**src/rtl/sram_ctl_pkg.sv**
```systemverilog
package sram_ctl_pkg;
  typedef enum logic [2:0] {
    ST_IDLE,
    ST_SETUP,
    ST_STROBE,
    ST_HOLD,
    ST_DONE
  } ctl_state_e;

  // whole cycles covering t_ns, never below one
  function automatic int ceil_cyc(input int t_ns, input int clk_ns);
    int c;
    c = (t_ns + clk_ns - 1) / clk_ns;
    if (c < 1) c = 1;
    return c;
  endfunction

  function automatic int imax(input int a, input int b);
    return (a > b) ? a : b;
  endfunction
endpackage

```
**src/rtl/sram_ctl_timer.sv**
```systemverilog
module sram_ctl_timer #(
  parameter int CW = 5
) (
  input  logic          clk,
  input  logic          rst,
  input  logic          load,
  input  logic [CW-1:0] len,
  output logic          zero
);
  logic [CW-1:0] cnt;

  always_ff @(posedge clk) begin
    if (rst) cnt <= '0;
    else if (load) cnt <= len - 1'b1;
    else if (cnt != '0) cnt <= cnt - 1'b1;
  end

  assign zero = (cnt == '0);
endmodule

```
**src/rtl/sram_ctl_rdcap.sv**
```systemverilog
module sram_ctl_rdcap #(
  parameter int DW = 8
) (
  input  logic          clk,
  input  logic          rst,
  input  logic          cap,
  input  logic [DW-1:0] din,
  output logic [DW-1:0] dout
);
  always_ff @(posedge clk) begin
    if (rst) dout <= '0;
    else if (cap) dout <= din;
  end
endmodule

```
**src/rtl/sram_ctl_seq.sv**
```systemverilog
module sram_ctl_seq
  import sram_ctl_pkg::*;
#(
  parameter int AW       = 17,
  parameter int DW       = 8,
  parameter int CW       = 5,
  parameter int W_SETUP  = 7,
  parameter int W_STROBE = 14,
  parameter int R_SETUP  = 1,
  parameter int R_STROBE = 17
) (
  input  logic          clk,
  input  logic          rst,
  input  logic          req_valid,
  input  logic          req_write,
  input  logic [AW-1:0] req_addr,
  input  logic [DW-1:0] req_wdata,
  input  logic          tmr_zero,
  output logic          req_ready,
  output logic          rsp_done,
  output logic [AW-1:0] mem_addr,
  output logic          mem_cs1_n,
  output logic          mem_cs2,
  output logic          mem_we_n,
  output logic          mem_oe_n,
  output logic [DW-1:0] mem_dq_out,
  output logic          mem_dq_oe,
  output logic          tmr_load,
  output logic [CW-1:0] tmr_len,
  output logic          cap
);
  ctl_state_e state;
  logic       wr_q;

  always_comb begin
    tmr_load = 1'b0;
    tmr_len  = CW'(W_SETUP);
    case (state)
      ST_IDLE: if (req_valid) begin
        tmr_load = 1'b1;
        tmr_len  = req_write ? CW'(W_SETUP) : CW'(R_SETUP);
      end
      ST_SETUP: if (tmr_zero) begin
        tmr_load = 1'b1;
        tmr_len  = wr_q ? CW'(W_STROBE) : CW'(R_STROBE);
      end
      default: ;
    endcase
  end

  assign cap       = (state == ST_STROBE) && tmr_zero && !wr_q;
  assign req_ready = (state == ST_IDLE);

  always_ff @(posedge clk) begin
    if (rst) begin
      state      <= ST_IDLE;
      wr_q       <= 1'b0;
      mem_addr   <= '0;
      mem_dq_out <= '0;
      mem_cs1_n  <= 1'b1;
      mem_cs2    <= 1'b0;
      mem_we_n   <= 1'b1;
      mem_oe_n   <= 1'b1;
      mem_dq_oe  <= 1'b0;
      rsp_done   <= 1'b0;
    end else begin
      case (state)
        ST_IDLE: if (req_valid) begin
          state      <= ST_SETUP;
          wr_q       <= req_write;
          mem_addr   <= req_addr;
          mem_dq_out <= req_wdata;
          mem_cs1_n  <= 1'b0;
          mem_cs2    <= 1'b1;
          mem_oe_n   <= req_write;
        end
        ST_SETUP: if (tmr_zero) begin
          state <= ST_STROBE;
          if (wr_q) begin
            mem_we_n  <= 1'b0;
            mem_dq_oe <= 1'b1;
          end
        end
        ST_STROBE: if (tmr_zero) begin
          state     <= ST_HOLD;
          mem_we_n  <= 1'b1;
          mem_dq_oe <= 1'b0;
          mem_oe_n  <= 1'b1;
        end
        ST_HOLD: begin
          state     <= ST_DONE;
          mem_cs1_n <= 1'b1;
          mem_cs2   <= 1'b0;
          rsp_done  <= 1'b1;
        end
        default: begin
          state    <= ST_IDLE;
          rsp_done <= 1'b0;
        end
      endcase
    end
  end
endmodule

```
**src/rtl/sram_ctl.sv**
```systemverilog
module sram_ctl
  import sram_ctl_pkg::*;
#(
  parameter int AW      = 17,
  parameter int DW      = 8,
  parameter int CLK_NS  = 4,
  parameter int T_CYC   = 70,
  parameter int T_ACC   = 70,
  parameter int T_OEACC = 35,
  parameter int T_WPW   = 55,
  parameter int T_AEND  = 65,
  parameter int T_DSU   = 30,
  parameter int T_OHZ   = 25
) (
  input  logic          clk,
  input  logic          rst,
  input  logic          req_valid,
  input  logic          req_write,
  input  logic [AW-1:0] req_addr,
  input  logic [DW-1:0] req_wdata,
  output logic          req_ready,
  output logic          rsp_done,
  output logic [DW-1:0] rsp_rdata,
  output logic [AW-1:0] mem_addr,
  output logic          mem_cs1_n,
  output logic          mem_cs2,
  output logic          mem_we_n,
  output logic          mem_oe_n,
  output logic [DW-1:0] mem_dq_out,
  output logic          mem_dq_oe,
  input  logic [DW-1:0] mem_dq_in
);
  localparam int WS = ceil_cyc(T_OHZ, CLK_NS);
  localparam int WB = imax(imax(ceil_cyc(T_WPW, CLK_NS), ceil_cyc(T_DSU, CLK_NS)),
                           imax(ceil_cyc(T_AEND, CLK_NS) - WS,
                                ceil_cyc(T_CYC, CLK_NS) - WS - 1));
  localparam int RS = 1;
  localparam int RB = imax(1, imax(imax(ceil_cyc(T_ACC, CLK_NS), ceil_cyc(T_CYC, CLK_NS)) - RS,
                                   ceil_cyc(T_OEACC, CLK_NS) - RS));
  localparam int MAXLEN = imax(imax(WS, WB), imax(RS, RB));
  localparam int CW = $clog2(MAXLEN + 1);

  logic          tmr_load, tmr_zero, cap;
  logic [CW-1:0] tmr_len;

  sram_ctl_seq #(
    .AW(AW), .DW(DW), .CW(CW),
    .W_SETUP(WS), .W_STROBE(WB), .R_SETUP(RS), .R_STROBE(RB)
  ) u_seq (
    .clk(clk), .rst(rst),
    .req_valid(req_valid), .req_write(req_write),
    .req_addr(req_addr), .req_wdata(req_wdata),
    .tmr_zero(tmr_zero),
    .req_ready(req_ready), .rsp_done(rsp_done),
    .mem_addr(mem_addr), .mem_cs1_n(mem_cs1_n), .mem_cs2(mem_cs2),
    .mem_we_n(mem_we_n), .mem_oe_n(mem_oe_n),
    .mem_dq_out(mem_dq_out), .mem_dq_oe(mem_dq_oe),
    .tmr_load(tmr_load), .tmr_len(tmr_len), .cap(cap)
  );

  sram_ctl_timer #(.CW(CW)) u_tmr (
    .clk(clk), .rst(rst), .load(tmr_load), .len(tmr_len), .zero(tmr_zero)
  );

  sram_ctl_rdcap #(.DW(DW)) u_cap (
    .clk(clk), .rst(rst), .cap(cap), .din(mem_dq_in), .dout(rsp_rdata)
  );
endmodule

```
**config.mk**
```make
export PLATFORM = sky130hd
export DESIGN_NAME = sram_ctl
export DESIGN_NICKNAME = d
export VERILOG_FILES = /design/src/rtl/sram_ctl_pkg.sv /design/src/rtl/sram_ctl_timer.sv /design/src/rtl/sram_ctl_rdcap.sv /design/src/rtl/sram_ctl_seq.sv /design/src/rtl/sram_ctl.sv
export SDC_FILE = /design/constraint.sdc
export NUM_CORES = 1
export LEC_CHECK = 0
export CAP_MARGIN = 20
export CELL_PAD_IN_SITES_DETAIL_PLACEMENT = 1
export CELL_PAD_IN_SITES_GLOBAL_PLACEMENT = 1
export CORE_MARGIN = 4
export CORE_UTILIZATION = 23
export CTS_BUF_LIST = sky130_fd_sc_hd__clkbuf_8
export CTS_CLUSTER_DIAMETER = 80
export DETAILED_ROUTE_END_ITERATION = 8
export DONT_BUFFER_PORTS = 1
export GPL_TIMING_DRIVEN = 0
export PLACE_DENSITY = 0.57
export SLEW_MARGIN = 20
export SYNTH_ARGS = -nofsm -noshare
export SYNTH_HDL_FRONTEND = slang
export SYNTH_SLANG_ARGS = --single-unit
```
**constraint.sdc**
```tcl
create_clock -name clk -period 3.2 [get_ports clk]
set_input_delay 0.64 -clock clk [delete_from_list [all_inputs] [get_ports clk]]
set_output_delay 0.64 -clock clk [all_outputs]
set_load 0.005 [all_outputs]
```
==> results_dict.tcl, run 1 <==
set metrics [dict create \
    status "complete, no violations" \
    cts_root_buffer "clkbuf_8" \
    setup_tns_ps 0 \
    reg2reg_from "u_seq.state[0]" \
    cts.sinks 48 \
    final.setup_skew_ps 8.96 \
    grt_pass1_wl_um 8560 \
    vias 1604 \
    wire_per_inst_um 14.8 \
    synth_edf_count 0 \
    power_density_nw_per_um2 794 \
    relSlewSlack 0.615 \
    dp.final_hpwl_um 3800 \
    n_antenna_cell 0 \
    postCtsSetupBuffers 0 \
    synth.distinct_cells 36 \
    cts_htree_levels 2 \
    rows 33 \
    rsz0062_at_grt "no" \
    ys_seq_area_frac 0.501 \
    dieArea_sq_um 9860 \
    worst_pin_slew_ps 576 \
    worstSetupPathType "flop to flop" \
    gp_congestion 0.697 \
    hold_path_end "u_seq.mem_dq_out[1]" \
    start_kind "flop" \
    p_leak_nw 0.824 \
    layout_commonest_cell "nand2_1" \
    yosysTopAreaCellShare 0.501 \
    critical_path.max_fanout 10 \
    clk_path_buf_depth 2 \
    hold-worst-slack_ps 459 \
    placed_cells 333 \
    die_w_um 99.3 \
    grt_max_degree 15 \
    finalPower_mw 1.70 \
    setup_viol 0 \
    areaGrowthSynthToFinish_pct 11.7 \
    synth_area_leaders "dfxtp_1 (50%), nand2_1 (12%), a21oi_1 (8.9%)" \
    required_ps 3420 \
    grt_pass1_vias 1713 \
    core_area_sq_um 8180 \
    drt_iter0_drc 23 \
    io_pins 77 \
    cp_data_arrival_time_ps 2950 \
    place_area_sq_um 2050 \
    drc 0 \
    ys.flop_type "dfxtp_1" \
    hold_buffers 0 \
    yosysTopAreaCell "dfxtp_1" \
    ff2ff_setup_slack_ps 470 \
    grt-ovfl-total 0 \
    syn_inst 228 \
    post-place-ws_ps 328 \
    fmax_mhz 367 \
    cts_tree "built" \
    fin_crit_sh 0.852 \
    postRouteAntennaNets 0 \
    hp-class "input pin to flop" \
    slew_viol_final 0 \
    ir_drop_mv 0.212 \
    r2r_end "u_tmr.cnt[4]" \
    clock_latency_ps 300 \
    min_delay_path_depth 2 \
    antenna_found_initial 0 \
    postLayoutCoreUtil 0.262 \
    yosys_register_bits 48 \
    totalWireLength_um 5050 \
    cts_made_buffers 5 \
    track_usage 0.108 \
    stdcell_area_sq_um 2140 \
    fin_nets 273 \
    dr.pass1.iters 4 \
    drive_gt1_frac 0.0720 \
    layout_common_cells "nand2_1 (60), dfxtp_1 (48), a21oi_1 (34), nor2_1 (19), clkbuf_1 (11)" \
    maxCapViolCount 0 \
    fin_crit_ps 2730 \
    finalHoldViolCount 0 \
    final.setup.worst_slack_ps 475 \
    synthesis.nets 266 \
    min_from "req_wdata[1]" \
    synth-async-reset-ratio 0 \
    clk_pin_slew_ps 90 \
    die_h_um 99.3 \
    synth_warnings 0 \
    syn_avg_cell_area_sq_um 8.41 \
    synthesis.area_sq_um 1920 \
    initial_utilization 0.234 \
    reg2reg_depth 10 \
    fin_cells 341 \
    end_kind "flop" \
    cts_resized 0 \
    portBuffers 0 \
    viasPerCell 4.70 \
]
state kept, by name (all words and copies together) (netlist names):
register,cells
u_cap.dout,8
u_seq.mem_addr,17
u_seq.mem_cs1_n,1
u_seq.mem_cs2,1
u_seq.mem_dq_oe,1
u_seq.mem_dq_out,8
u_seq.mem_oe_n,1
u_seq.mem_we_n,1
u_seq.rsp_done,1
u_seq.state,3
u_seq.wr_q,1
u_tmr.cnt,5
cell families (layout without fill, tap and decap cells):
kind of cell	Yosys count	after routing	synth area share
AOI/OAI and AO/OA	51	51	0.157
xor gates and xnor gates	1	1	0.00457
adders and majority gates	1	1	0.00653
buffers and inverters	16	24	0.0379
DFF	48	48	0.501
muxes	9	9	0.0470
and+or+nand+nor	102	102	0.245
worst max path at each step:
stage,from,endpoint,slack [ps],depth (start not counted)
after floorplan,req_valid,u_tmr.cnt[4],680,9
after global placement,req_valid,u_tmr.cnt[4],280,9
after detailed placement,req_valid,u_tmr.cnt[4],330,9
after CTS,u_seq.state[0],u_tmr.cnt[4],430,10
after global routing,u_seq.state[0],u_tmr.cnt[4],260,10
final,u_seq.state[0],u_tmr.cnt[4],470,10
metal layers:
layer	wire, um	global-route usage	part of all wire	vias up
met5	0	0	0	-
met2	2430	0.182	0.48	49
met3	423	0.0470	0.084	5
met1	2120	0.122	0.42	774
met4	78	0.0378	0.015	0
li1	-	-	-	776
Yosys cell counts, types with 2 or more instances:
cell type  count
nand2b_1       4
nor2_1        19
mux2i_1        9
clkbuf_1      11
o21ai_0        3
a21o_1         2
nand3_1        2
buf_2          4
o21ai_1        2
nor2b_1        3
nand2_1       60
a21oi_1       34
nor3_1         4
dfxtp_1       48
o21bai_1       2
report_power, final:
group | switching [mW] | leakage, nW | internal (mW) | total [mW]
clock network | 0.205 | 0.0486 | 0.173 | 0.378
logic | 0.335 | 0.383 | 0.212 | 0.547
registers | 0.0809 | 0.393 | 0.696 | 0.777
critical path: stages, from the launching register on:
cell and delay, ps:
dfxtp_1 320, buf_6 130, or4b_1 500, buf_2 170, clkbuf_1 260, clkbuf_1 310
a21oi_1 200, ha_1 210, o2111ai_2 140, o211a_1 170, nor4_2 220
area by class of cell:
cell class,count,area [sq um]
fillers,990,6030
flip-flops and latches,48,961
multi-input cells,164,883
well taps,105,131
clock buffers,6,82.6
plain buffers,16,72.6
clock inverters,2,11.3
Note: power is estimated with default switching activity, not from simulation.
==> inputs of run 2 (changes only) <==
==> constraint.sdc (replaced) <==
create_clock -name clk -period 3.2 [get_ports clk]
set_input_delay 0.48 -clock clk [delete_from_list [all_inputs] [get_ports clk]]
set_output_delay 0.48 -clock clk [all_outputs]
set_load 0.005 [all_outputs]
==> results of run 2 <==
The final DEF is identical to that of run 1. Status: complete, no violations.
Among the figures that moved: setup slack after placement 328 ps -> 452 ps; hold slack 459 ps -> 299 ps
==> inputs of run 3 (changes only) <==
--- a/config.mk
+++ b/config.mk
@@ -5,6 +5,7 @@
 export SDC_FILE = /design/constraint.sdc
 export NUM_CORES = 1
 export LEC_CHECK = 0
+export ABC_AREA = 1
 export CAP_MARGIN = 20
 export CELL_PAD_IN_SITES_DETAIL_PLACEMENT = 1
 export CELL_PAD_IN_SITES_GLOBAL_PLACEMENT = 1
@@ -15,8 +16,9 @@
 export DETAILED_ROUTE_END_ITERATION = 8
 export DONT_BUFFER_PORTS = 1
 export GPL_TIMING_DRIVEN = 0
-export PLACE_DENSITY = 0.57
+export PLACE_DENSITY = 0.58
 export SLEW_MARGIN = 20
 export SYNTH_ARGS = -nofsm -noshare
 export SYNTH_HDL_FRONTEND = slang
 export SYNTH_SLANG_ARGS = --single-unit
+export TNS_END_PERCENT = 50
==> run 3 against run 2 <==
First-iteration DRC count grew to 2.9 times the previous value. Synthesized cell count up 10%. Flip-flop and latch count unchanged. Area after synthesis down 0.91%. Die area shrank 0.83%. Count of clock-buffer cells in the layout is 1 lower. Critical path type unchanged. Largest cell class unchanged. Largest power group unchanged.
==> results_dict.tcl, run 3 <==
set metrics [dict create \
    status "complete, no violations" \
    viasPerCell 4.48 \
    synth-async-reset-ratio 0 \
    clk_pin_slew_ps 90 \
    core_area_sq_um 7890 \
    p_leak_nw 0.897 \
    layout_common_cells "nand2_1 (73), dfxtp_1 (48), a21oi_1 (33), nor2_1 (25), inv_1 (18)" \
    relSlewSlack 0.630 \
    cts_htree_levels 2 \
    largest_reg_flops 17 \
    syn_inst 251 \
    cts_made_buffers 5 \
    clock_latency_ps 300 \
    fin_crit_sh 0.592 \
    min_delay_path_depth 2 \
    yosys_register_bits 48 \
    fmax_mhz 528 \
    start_kind "flop" \
    yosysTopAreaCell "dfxtp_1" \
    fin_crit_ps 1890 \
    cts_tree "built" \
    dp.final_hpwl_um 3950 \
    hp-class "input pin to flop" \
    top_regs "u_seq.mem_addr (17), u_cap.dout (8), u_seq.mem_dq_out (8)" \
    placed_cells 353 \
    initial_utilization 0.241 \
    grt_max_degree 14 \
    cp_data_arrival_time_ps 2090 \
    wire_per_inst_um 14.3 \
    grt_pass1_vias 1696 \
    fin_cells 359 \
    end_kind "flop" \
    n_antenna_cell 0 \
    min_from "mem_dq_in[0]" \
    maxCapViolCount 0 \
    portBuffers 0 \
    required_ps 3400 \
    finalHoldViolCount 0 \
    grt_pass1_wl_um 8580 \
    die_w_um 98.9 \
    rows 32 \
    io_pins 77 \
    synthesis.nets 289 \
    cts_resized 0 \
    layout_commonest_cell "nand2_1" \
    worstSetupPathType "flop to flop" \
    worst_pin_slew_ps 554 \
    synth_warnings 0 \
    slew_viol_final 0 \
    totalWireLength_um 5120 \
    dr.pass1.iters 4 \
    ys.flop_type "dfxtp_1" \
    final.setup_skew_ps 12.1 \
    syn_avg_cell_area_sq_um 7.57 \
    areaGrowthSynthToFinish_pct 11.9 \
    reg2reg_depth 13 \
    drive_gt1_frac 0.0934 \
    synthTopCellsByCount "nand2_1 (73), dfxtp_1 (48), a21oi_1 (33)" \
    power_density_nw_per_um2 921 \
    postRouteAntennaNets 0 \
    antenna_found_initial 0 \
    grt-ovfl-total 0 \
    setup_tns_ps 0 \
    ir_drop_mv 0.241 \
    die_h_um 98.9 \
    ys_seq_area_frac 0.506 \
    rsz0062_at_grt "no" \
    setup_viol 0 \
    track_usage 0.109 \
    drt_iter0_drc 66 \
    synth_edf_count 0 \
    reg2reg_from "u_tmr.cnt[1]" \
    drc 0 \
    postCtsSetupBuffers 0 \
    largest_register "u_seq.mem_addr" \
    dieArea_sq_um 9780 \
    cts.sinks 48 \
    yosysTopAreaCellShare 0.506 \
    synthesis.area_sq_um 1900 \
    vias 1607 \
    hold_buffers 0 \
    gp_congestion 0.707 \
    cp-startpoint "u_tmr.cnt[1]" \
    clk_path_buf_depth 2 \
    synth.distinct_cells 25 \
    yosys.cell_count.top_type "nand2_1" \
    fin_nets 296 \
    synth_area_leaders "dfxtp_1 (51%), nand2_1 (14%), a21oi_1 (8.7%)" \
    cts_root_buffer "clkbuf_8" \
    critical_path.max_fanout 5 \
]
==> run 3: worst paths after layout <==
path / end / slack [ps]
worst max-delay path: u_tmr.cnt[4] / 1310
worst min register to register: u_seq.mem_cs1_n / 470
worst max register to register: u_tmr.cnt[4] / 1310
worst min-delay path: u_cap.dout[0] / 310
==> run 3: through the flow <==
stage / hold slack (ps) / cell area [sq um] / util / total power [mW] / setup WS [ps]
4_1_cts: 301 / 2130 / 0.270 / 2.01 / 1260
3_5_place_dp: 464 / 2030 / 0.257 / 1.57 / 1300
6_report: 308 / 2130 / 0.270 / 1.96 / 1310
3_3_place_gp: 460 / 2030 / 0.257 / 1.55 / 1320
5_1_grt: 295 / 2130 / 0.270 / 2.16 / 1040
2_1_floorplan: 442 / 1900 / - / 1.38 / 1580
==> run 3: worst max-delay path, stage by stage (launching register included) <==
cell and delay (ps):
dfxtp_1 320, nor2_1 200, nand2_1 130, nor2_4 150, nand2_2 120, nand2_4 90, inv_1 70, nand2_1 60
nand2_1 70, inv_1 80, ha_1 180, nand4_1 140, nor2_1 140, nor2_2 50
==> run 3: cell families after synthesis <==
group	Yosys count	share of synthesized area
simple gates	122	0.285
compound gates	52	0.142
buf+inv	28	0.0606
flops	48	0.506
fa+ha+maj	1	0.00659
==> run 3: power by group <==
part | leakage [nW] | internal [mW] | switching [mW] | total [mW]
combinational | 0.454 | 0.241 | 0.460 | 0.701
sequential | 0.393 | 0.729 | 0.105 | 0.834
clock | 0.0501 | 0.225 | 0.198 | 0.422
==> run 3: per-layer routing <==
metal	up-vias	GRT usage	share of wire
met5	-	0	0
met4	0	0.0347	0.012
met3	7	0.0559	0.11
met2	51	0.183	0.47
met1	734	0.119	0.40
li1	815	-	-
==> run 3: final cells by class <==
type	count	area [sq um]
Inverter	19	71.3
Sequential cell	48	961
Fill cell	961	5760
Tap cell	102	128
Multi-Input combinational cell	175	823
Clock buffer	5	68.8
Clock inverter	1	30.0
Buffer	9	43.8
